--- src/rtl/pfq_pkg.sv ---
// Shared types for the prefetch byte queue.
// Assumes a two-bit status code that the decoder side decodes.
package pfq_pkg;
    typedef enum logic [1:0] {
        QS_IDLE  = 2'b00,
        QS_FIRST = 2'b01,
        QS_FLUSH = 2'b10,
        QS_NEXT  = 2'b11
    } qstat_e;
endpackage

--- src/rtl/pfq_fetch.sv ---
// Fetch pointer and request logic.
// Raises a request while at most DEPTH-2 bytes are held, and steps the
// pointer by 1 (odd) or 2 (even) on each accepted word.
// Assumes the acknowledge and the data arrive in the same clock.
module pfq_fetch #(
    parameter int              DEPTH     = 6,
    parameter int              AW        = 20,
    parameter logic [AW-1:0]   RESET_PTR = '0,
    localparam int             CW        = $clog2(DEPTH + 1)
) (
    input  logic          clk,
    input  logic          rst_n,
    input  logic          flush_i,
    input  logic [AW-1:0] flush_ptr_i,
    input  logic [CW-1:0] fill_cnt,
    input  logic          fetch_ack_i,
    output logic          fetch_req_o,
    output logic [AW-1:0] fetch_addr_o,
    output logic [1:0]    push_n_o,
    output logic          push_odd_o
);
    localparam int ROOM = DEPTH - 2;

    logic [AW-1:0] ptr_q;
    logic          accept;

    // Request when two slots are free; accept only outside a flush.
    always_comb begin
        fetch_req_o = (fill_cnt <= CW'(ROOM));
        accept      = fetch_req_o && fetch_ack_i && !flush_i;
        push_odd_o  = ptr_q[0];
        push_n_o    = accept ? (ptr_q[0] ? 2'd1 : 2'd2) : 2'd0;
    end

    // Pointer register: reload on flush, step on an accepted word.
    always_ff @(posedge clk) begin
        if (!rst_n)
            ptr_q <= RESET_PTR;
        else if (flush_i)
            ptr_q <= flush_ptr_i;
        else if (accept)
            ptr_q <= ptr_q + AW'(push_n_o);
    end

    assign fetch_addr_o = ptr_q;
endmodule

--- src/rtl/pfq_store.sv ---
// Circular byte store with a write port of 0, 1 or 2 bytes a clock and
// a one-byte read port. A flush clears the count and the pointers.
// Assumes the writer never pushes more than the free space.
module pfq_store #(
    parameter int  DEPTH = 6,
    localparam int CW    = $clog2(DEPTH + 1),
    localparam int PW    = (DEPTH > 1) ? $clog2(DEPTH) : 1
) (
    input  logic          clk,
    input  logic          rst_n,
    input  logic          flush_i,
    input  logic [1:0]    push_n_i,
    input  logic          push_odd_i,
    input  logic [15:0]   word_i,
    input  logic          pop_i,
    output logic [7:0]    head_o,
    output logic [CW-1:0] fill_cnt_o
);
    logic [7:0]    slot_q [DEPTH];
    logic [PW-1:0] rd_q, wr_q, wr_nx;
    logic [CW-1:0] cnt_q;
    logic [7:0]    byte0, byte1;

    // Advance a slot index by n with wrap at DEPTH.
    function automatic logic [PW-1:0] bump(input logic [PW-1:0] p, input int n);
        int s;
        s = int'(p) + n;
        if (s >= DEPTH) s = s - DEPTH;
        return PW'(s);
    endfunction

    // Lane select: odd pointer keeps the upper lane only.
    always_comb begin
        byte0 = push_odd_i ? word_i[15:8] : word_i[7:0];
        byte1 = word_i[15:8];
        wr_nx = bump(wr_q, 1);
    end

    // Slot writes for the first and second queued byte.
    always_ff @(posedge clk) begin
        for (int g = 0; g < DEPTH; g++) begin
            if (push_n_i != 2'd0 && wr_q == PW'(g))
                slot_q[g] <= byte0;
            else if (push_n_i == 2'd2 && wr_nx == PW'(g))
                slot_q[g] <= byte1;
        end
    end

    // Pointers and occupancy, updated by the net change of the clock.
    always_ff @(posedge clk) begin
        if (!rst_n || flush_i) begin
            rd_q  <= '0;
            wr_q  <= '0;
            cnt_q <= '0;
        end else begin
            wr_q  <= bump(wr_q, int'(push_n_i));
            if (pop_i) rd_q <= bump(rd_q, 1);
            cnt_q <= cnt_q + CW'(push_n_i) - CW'(pop_i);
        end
    end

    assign head_o     = slot_q[rd_q];
    assign fill_cnt_o = cnt_q;
endmodule

--- src/rtl/pfq_status.sv ---
// Registered queue status, shown one clock after the operation.
// Assumes flush has priority over a take in the same clock.
module pfq_status
    import pfq_pkg::*;
(
    input  logic       clk,
    input  logic       rst_n,
    input  logic       flush_i,
    input  logic       pop_i,
    input  logic       first_i,
    output logic [1:0] qstat_o
);
    qstat_e stat_q;

    // Encode the operation of this clock for the next one.
    always_ff @(posedge clk) begin
        if (!rst_n)
            stat_q <= QS_IDLE;
        else if (flush_i)
            stat_q <= QS_FLUSH;
        else if (pop_i)
            stat_q <= first_i ? QS_FIRST : QS_NEXT;
        else
            stat_q <= QS_IDLE;
    end

    assign qstat_o = stat_q;
endmodule

--- src/rtl/pfq_top.sv ---
// Prefetch byte queue top: joins the fetch pointer, the byte store and
// the status register. Assumes a consumer that takes at most one byte
// a clock and a fetch port that answers with a word on acknowledge.
module pfq_top #(
    parameter int            DEPTH     = 6,
    parameter int            AW        = 20,
    parameter logic [AW-1:0] RESET_PTR = '0
) (
    input  logic          clk,
    input  logic          rst_n,
    input  logic          flush_i,
    input  logic [AW-1:0] flush_ptr_i,
    output logic          fetch_req_o,
    output logic [AW-1:0] fetch_addr_o,
    input  logic          fetch_ack_i,
    input  logic [15:0]   fetch_data_i,
    input  logic          take_i,
    input  logic          take_first_i,
    output logic [7:0]    byte_o,
    output logic          byte_valid_o,
    output logic [1:0]    qstat_o
);
    localparam int CW = $clog2(DEPTH + 1);

    logic [CW-1:0] fill_cnt;
    logic [1:0]    push_n;
    logic          push_odd;
    logic          pop_ok;

    // Effective take: a byte is held and no flush is in progress.
    always_comb begin
        byte_valid_o = (fill_cnt != '0);
        pop_ok       = take_i && byte_valid_o && !flush_i;
    end

    pfq_fetch #(.DEPTH(DEPTH), .AW(AW), .RESET_PTR(RESET_PTR)) u_fetch (
        .clk(clk), .rst_n(rst_n), .flush_i(flush_i), .flush_ptr_i(flush_ptr_i),
        .fill_cnt(fill_cnt), .fetch_ack_i(fetch_ack_i), .fetch_req_o(fetch_req_o),
        .fetch_addr_o(fetch_addr_o), .push_n_o(push_n), .push_odd_o(push_odd)
    );

    pfq_store #(.DEPTH(DEPTH)) u_store (
        .clk(clk), .rst_n(rst_n), .flush_i(flush_i), .push_n_i(push_n),
        .push_odd_i(push_odd), .word_i(fetch_data_i), .pop_i(pop_ok),
        .head_o(byte_o), .fill_cnt_o(fill_cnt)
    );

    pfq_status u_stat (
        .clk(clk), .rst_n(rst_n), .flush_i(flush_i), .pop_i(pop_ok),
        .first_i(take_first_i), .qstat_o(qstat_o)
    );
endmodule

--- config.mk ---
export PLATFORM = sky130hd
export DESIGN_NAME = pfq_top
export DESIGN_NICKNAME = d
export VERILOG_FILES = /design/src/rtl/pfq_pkg.sv /design/src/rtl/pfq_fetch.sv /design/src/rtl/pfq_store.sv /design/src/rtl/pfq_status.sv /design/src/rtl/pfq_top.sv
export SDC_FILE = /design/constraint.sdc
export NUM_CORES = 1
export LEC_CHECK = 0
export BUFFER_PORTS_ARGS = -buffer_cell sky130_fd_sc_hd__buf_2
export CORE_UTILIZATION = 25
export CTS_CLUSTER_SIZE = 8
export DETAILED_ROUTE_END_ITERATION = 7
export GPL_ROUTABILITY_DRIVEN = 0
export SKIP_LAST_GASP = 1
export SLEW_MARGIN = 20
export SYNTH_ARGS = -nofsm -noshare
export SYNTH_HDL_FRONTEND = slang
export SYNTH_HIERARCHICAL = 1
export SYNTH_SLANG_ARGS = --single-unit
--- constraint.sdc ---
create_clock -name clk -period 6.9 [get_ports clk]
set_clock_uncertainty 0.2 [all_clocks]
set_input_delay 0.345 -clock clk [delete_from_list [all_inputs] [get_ports clk]]
set_output_delay 0.345 -clock clk [all_outputs]
set_load 0.005 [all_outputs]
Word-level counts from Yosys, hierarchy flattened
Memories as Yosys holds them, arrays and structs flattened. A register that Yosys moved wholly into a read port is not among the register bits. Cells that the tools add are included.

$add $sub $neg: 9. Multipliers: 0. Divide/modulo/power cells: 0. Order comparisons: 4. Equal/unequal tests: 11. Shift-type cells: 0. Mux-type cells: 61. Bitwise operators: 8. Reduce and logical (&&, ||, !) cells: 29.

Operators with widths (count): 8-bit two-way mux (11); 20-bit two-way mux (2); 1-bit two-way mux (34); 8-bit OR reduction (4); 3-bit two-way mux (9); 20-bit by 2-bit adder with 20-bit output (1); 1-bit logical AND (16); 3-bit by 2-bit equality test with 1-bit output, second input constant (4); 3-bit equality test, second input constant (4); 4-bit by 3-bit >= comparator with 1-bit output, second input constant (3); 2-bit two-way mux (5); 3-bit by 2-bit subtractor with 3-bit output, second input constant (3); 3-bit by 1-bit adder with 4-bit output, second input constant (2); 3-bit by 1-bit equality test with 1-bit output, second input constant (2); 3-bit zero test (2); 1-bit bitwise OR (6); 3-bit by 2-bit adder with 4-bit output (1); 2-bit nonzero test (2); 3-bit by 2-bit adder with 3-bit output (1); 3-bit less-or-equal comparator, second input constant (1); 3-bit nonzero test (1); 3-bit OR reduction (1); 3-bit by 1-bit subtractor with 3-bit output (1); 2-bit equality test, second input constant (1); 3 further kinds (5).

Register bits after elaboration: 31. Bits in latches: 0. Memory bits (writable): 48. ROM bits: 0. Input port bits: 42. Output and inout port bits: 32. Word-level logic and storage cells: 129. Memories kept: 1.

Memory list: u_store.slot_q (depth 6, bits a word 8, read ports 1, clocked after memory_dff 1, wr ports 2, RTL line pfq_store.sv:19) `logic [7:0] slot_q [DEPTH];`.

Longest topological paths before layout
Depth after elaboration: 13. Depth in mapped cells: 10. Depth with buffers taken out: 10.

Modules after synthesis
Netlist, hierarchy kept.

Modules (own cells, without submodules): pfq_store (times used 1, cells each 246, area an instance 3363.2 µm², seq. area each 1681.6 µm²); pfq_fetch (times used 1, cells each 148, area an instance 1229.9 µm², seq. area each 400.4 µm²); pfq_status (times used 1, cells each 6, area an instance 68.8 µm², seq. area each 40.0 µm²); pfq_top (times used 1, cells each 2, area an instance 20.0 µm², seq. area each 0.0 µm²).

Worst setup path before layout
Ideal clock, no wire load.

Path type: register to register. From: reg u_store.cnt_q[1], in the netlist u_store/fill_cnt_o[1]. To: reg u_fetch.ptr_q[18], in the netlist u_fetch/fetch_addr_o[18]. Library setup time: 0.074 ns. Arrival time: 2.576 ns. Data required time: 6.626 ns. Setup slack: 4.050 ns. Stages on the path, launching flop included: 10. Buffers on the path: 1. Period minus slack after synthesis: 2.850 ns. Cell sequence: dfxtp_1 o21ai_4 nand2_1 or3_1 fa_1 and2b_1 nand4_4 buf_6 or4_1 a31oi_1.

Longest elaborated chain between the ends: 7. Elaborated cells between the ends (all ways): 8. Classes of those cells: 1 x add/sub; 1 x order compare; 3 x mux; 3 x reduce/logical.

RTL lines: from (decl) (RTL line pfq_store.sv:21) `logic [CW-1:0] cnt_q;`; from (signal assigned) (RTL line pfq_store.sv:58) `cnt_q <= cnt_q + CW'(push_n_i) - CW'(pop_i);`; 3-bit less-or-equal comparator (*) (RTL line pfq_fetch.sv:29) `fetch_req_o = (fill_cnt <= CW'(ROOM));`; net fetch_req_o (RTL line pfq_top.sv:13) `output logic fetch_req_o,`; 1-bit logical AND (*) (2 in series) (RTL line pfq_fetch.sv:30) `accept = fetch_req_o && fetch_ack_i && !flush_i;`; 2-bit two-way mux (RTL line pfq_fetch.sv:32) `push_n_o = accept ? (ptr_q[0] ? 2'd1 : 2'd2) : 2'd0;`; 20-bit by 2-bit adder with 20-bit output (RTL line pfq_fetch.sv:42) `ptr_q <= ptr_q + AW'(push_n_o);`; 20-bit two-way mux (RTL line pfq_fetch.sv:41) `else if (accept)`; 20-bit two-way mux (RTL line pfq_fetch.sv:39) `else if (flush_i)`; to (signal assigned) (RTL line pfq_fetch.sv:40) `ptr_q <= flush_ptr_i;`; to (signal assigned) (RTL line pfq_fetch.sv:42); to (decl) (RTL line pfq_fetch.sv:24) `logic [AW-1:0] ptr_q;`.

The timed path passes the listed nets; every way through them passes the cells marked *. The select of a mux whose other input is x is not followed. A chain may end at the register's enable or synchronous reset.

Final worst setup path
From: reg u_store.cnt_q[1], in the netlist u_store/fill_cnt_o[1]. To: reg u_fetch.ptr_q[11], in the netlist u_fetch/fetch_addr_o[11].

Longest elaborated chain between the ends: 7. Elaborated cells between the ends (all ways): 8. Classes of those cells: 1 x add/sub; 1 x order compare; 3 x mux; 3 x reduce/logical.

RTL lines: 3-bit less-or-equal comparator (RTL line pfq_fetch.sv:29); 1-bit logical AND (2 in series) (RTL line pfq_fetch.sv:30); 2-bit two-way mux (RTL line pfq_fetch.sv:32); net push_n[1] (RTL line pfq_top.sv:26) `logic [1:0] push_n;`; 20-bit by 2-bit adder with 20-bit output (RTL line pfq_fetch.sv:42); 20-bit two-way mux (RTL line pfq_fetch.sv:41); 20-bit two-way mux (RTL line pfq_fetch.sv:39).

The timed path passes the listed nets, and every way through them passes these cells. The select of a mux whose other input is x is not followed.

==> results.py <==
metrics = {
    "floorplanning": {
        "num_rows": 49,
        "die_y_um": 138.9,
        "start_util_pct": 25.80,
        "dieArea_mm2": 0.01928,
        "core_mm2": 0.01815,
        "pin_count": 74,
        "die_w_um": 138.9,
    },
    "drt": {
        "wl_per_cell_um": 15.76,
        "drt_wl_total_um": 11080,
        "antenna_left": 0,
        "vias": 3429,
        "route.detailed.drc": 6,
        "firstDrtPassIters": 8,
        "vias_per_cell": 4.878,
        "first_iter_violations": 239,
    },
    "finish": {
        "n_antenna_cell": 0,
        "multi_input_area_mm2": 0.002389,
        "layout-drive-gt1-share_pct": 28.69,
        "nNetsFinal": 527,
        "mostFrequentLayoutCell": "buf_2",
        "final_cell_mix": "73 x buf_2, 48 x edfxtp_1, 33 x dfxtp_1, 32 x mux2_1, 26 x nor2_1",
        "fillers": 1871,
        "seq_area_mm2": 0.002123,
        "syn_to_final_growth_pct": 17.66,
    },
    "timing": {
        "slew_headroom_pct": 32.55,
        "hold_viol": 0,
        "min_period_over_period_pct": 48.12,
        "finalSetupTns_ps": 0,
        "rsz0062_at_grt": "false",
        "fmax_mhz": 301.2,
        "finalCriticalPeriod_ps": 3320,
        "slew_viol_final": 0,
        "worst_pin_slew_ps": 1007,
        "finalSetupViolations": 0,
        "finalWorstSetupSlack_ps": 3580,
    },
    "setup_path": {
        "critical-path-top-delay-family": "compound AO/OA/AOI/OAI gates",
        "critPathKind": "reg2reg",
        "worstPathArrival_ps": 3390,
        "regToRegStartpoint": "u_store/fill_cnt_o[1]",
        "worst_r2r_endpoint": "u_fetch/fetch_addr_o[11]",
        "slowest_stage": "o211ai_1",
        "crit_path_end_kind": "flip-flop",
        "worstPathRequired_ps": 6970,
        "r2r_setup_slack_ps": 3580,
        "critPathLaunchType": "flip-flop",
        "path_max_fanout": 16,
        "reg2reg_depth": 9,
        "critPathBufInv": 1,
        "crit_chain": "o21ai_4 -> nand2_1 -> or3_1 -> inv_1 -> ha_1 -> and3b_1 -> o211ai_1 -> o21ai_0 -> a31oi_1",
        "crit_path_max_incr_delay_ps": 790,
    },
    "clocking": {
        "post_cts_buffers": 0,
        "clock-sinks": 82,
        "clk_pin_slew_ps": 70,
        "numCtsBuffers": 9,
        "cts_resized": 0,
        "tritoncts": "yes",
        "root_buffer": "clkbuf_16",
        "cts_max_path_buffers": 2,
        "clk_latency_ps": 340,
        "cts_hold_buf": 0,
        "cts.htree.levels": 3,
    },
    "hold_path": {
        "hold_end": "u_fetch/fetch_addr_o[3]",
        "hp-class": "in2reg",
        "worstHoldPathCells": 3,
        "min-delay-start": "flush_ptr_i[3]",
    },
    "pwr": {
        "p_leak_nw": 1.972,
        "p_per_area_mw_per_mm2": 207.6,
        "ir_drop_uv": 121.7,
    },
    "global_routing": {
        "grt_pass1_wl_um": 17890,
        "antenna_found_initial": 0,
        "grt_max_degree": 35,
        "grt_pass1_vias": 3440,
        "grt_usage_pct": 11.78,
        "gr-total-overflow": 0,
    },
    "place": {
        "dpl.hpwl_um": 7792,
        "portBuffers": 73,
        "pre_cts_ws_ps": 3630,
    },
    "synth": {
        "syn-num-nets": 460,
        "ys.warnings.count": 6,
        "syn_inst": 402,
        "async_flop_share_pct": 0,
        "synth_top_flop_cell": "edfxtp_1",
        "netlist_area_mm2": 0.004682,
        "synth_area_per_cell_um2": 11.65,
        "synth-seq-area-share_pct": 45.32,
        "synthDistinctLibCells": 68,
        "synth_edf_count": 48,
        "ys_seq_elements": 82,
    },
    "flow_run": {
        "maxCapViolCount": 0,
    },
    "status": {
        "status": "finished, violations left",
        "violations": "DRC",
    },
}
[cell usage after synthesis, types with 12 or more instances]
| cell type | instances | share of area, % |
|---|---|---|
| edfxtp_1 | 48 | 31 |
| mux2_1 | 32 | 7.7 |
| a31oi_1 | 12 | 1.6 |
| a21oi_1 | 16 | 1.7 |
| nand3_1 | 13 | 1.4 |
| inv_1 | 15 | 1.2 |
| nand2_1 | 23 | 1.8 |
| dfxtp_1 | 34 | 15 |
| ha_1 | 13 | 3.5 |
| nor2_1 | 26 | 2.1 |
| o21ai_0 | 22 | 2.4 |
[through the flow]
step | power [W] | instances | utilization (%) | hold WS (ps) | instance area (µm²)
after floorplan | 0.0006473 | 402 | - | 217.0 | 4682
after global placement | 0.0006949 | 687 | 28.82 | 304.0 | 5230
after detailed placement | 0.0007006 | 687 | 28.82 | 310.9 | 5230
after CTS | 0.001155 | 703 | 30.35 | 77.43 | 5508
after global routing | 0.001193 | 703 | 30.36 | 93.40 | 5509
final | 0.001144 | 703 | 30.36 | 90.94 | 5509
[metal layers]
layer | track usage [%] | up-vias | wire length, µm
li1 | - | 1658 | -
met1 | 15.39 | 1649 | 5184
met2 | 18.79 | 111 | 5076
met3 | 3.488 | 11 | 693
met4 | 3.392 | 0 | 121
met5 | 0 | - | 0
[flip-flops by register name, summed over array words and instances, names as in the netlist, named ones only]
name	flops
u_store/fill_cnt_o	3
u_store/slot_q	48
u_stat/qstat_o	2
u_store/rd_q	3
u_fetch/fetch_addr_o	20
u_store/wr_q	3
[how the worst max path moves through the flow]
stage | start | to | slack, ps | cells past startpoint
floorplan | u_store/fill_cnt_o[1] | u_fetch/fetch_addr_o[18] | 4050 | 9
global placement | u_store/fill_cnt_o[1] | u_fetch/fetch_addr_o[11] | 3760 | 9
detailed placement | u_store/fill_cnt_o[1] | u_fetch/fetch_addr_o[13] | 3630 | 9
CTS | u_store/fill_cnt_o[1] | u_fetch/fetch_addr_o[11] | 3620 | 9
global route | u_store/fill_cnt_o[1] | u_fetch/fetch_addr_o[11] | 3330 | 9
finish | u_store/fill_cnt_o[1] | u_fetch/fetch_addr_o[11] | 3580 | 9
[area by class of cell]
type / instances / area share (%)
Tap cell: 229 / 5.201
Multi-Input combinational cell: 285 / 43.36
Clock inverter: 7 / 0.9539
Clock buffer: 9 / 4.088
Sequential cell: 82 / 38.54
Inverter: 18 / 1.226
Timing Repair Buffer: 73 / 6.632
[power by group]
part           total (W)  leakage (nW)  internal, W  switching, W
Combinational   0.000134          1.12    0.0000644     0.0000695
Sequential      0.000556         0.717     0.000538     0.0000180
Clock           0.000454         0.138     0.000246      0.000207
Total            0.00114          1.97     0.000849      0.000295
[logic make-up after synthesis]
family	share of synthesized area (%)
AND/OR/NAND/NOR	12.93
adder cells (fa/ha/maj)	4.757
multiplexers	18.23
AO/OA/AOI/OAI	13.23
flip-flops	45.32
buffers and inverters	3.661
XOR/XNOR	1.871
[worst reg2reg max path, delay by kind of cell (launching register included)]
| kind | cells | cell delay, ps |
|---|---|---|
| buffers and inverters | 1 | 220 |
| AND/OR/NAND/NOR | 3 | 660 |
| AO/OA/AOI/OAI | 4 | 1550 |
| flip-flops | 1 | 350 |
| adder cells (fa/ha/maj) | 1 | 270 |
Power figures use the tool's default switching activity.
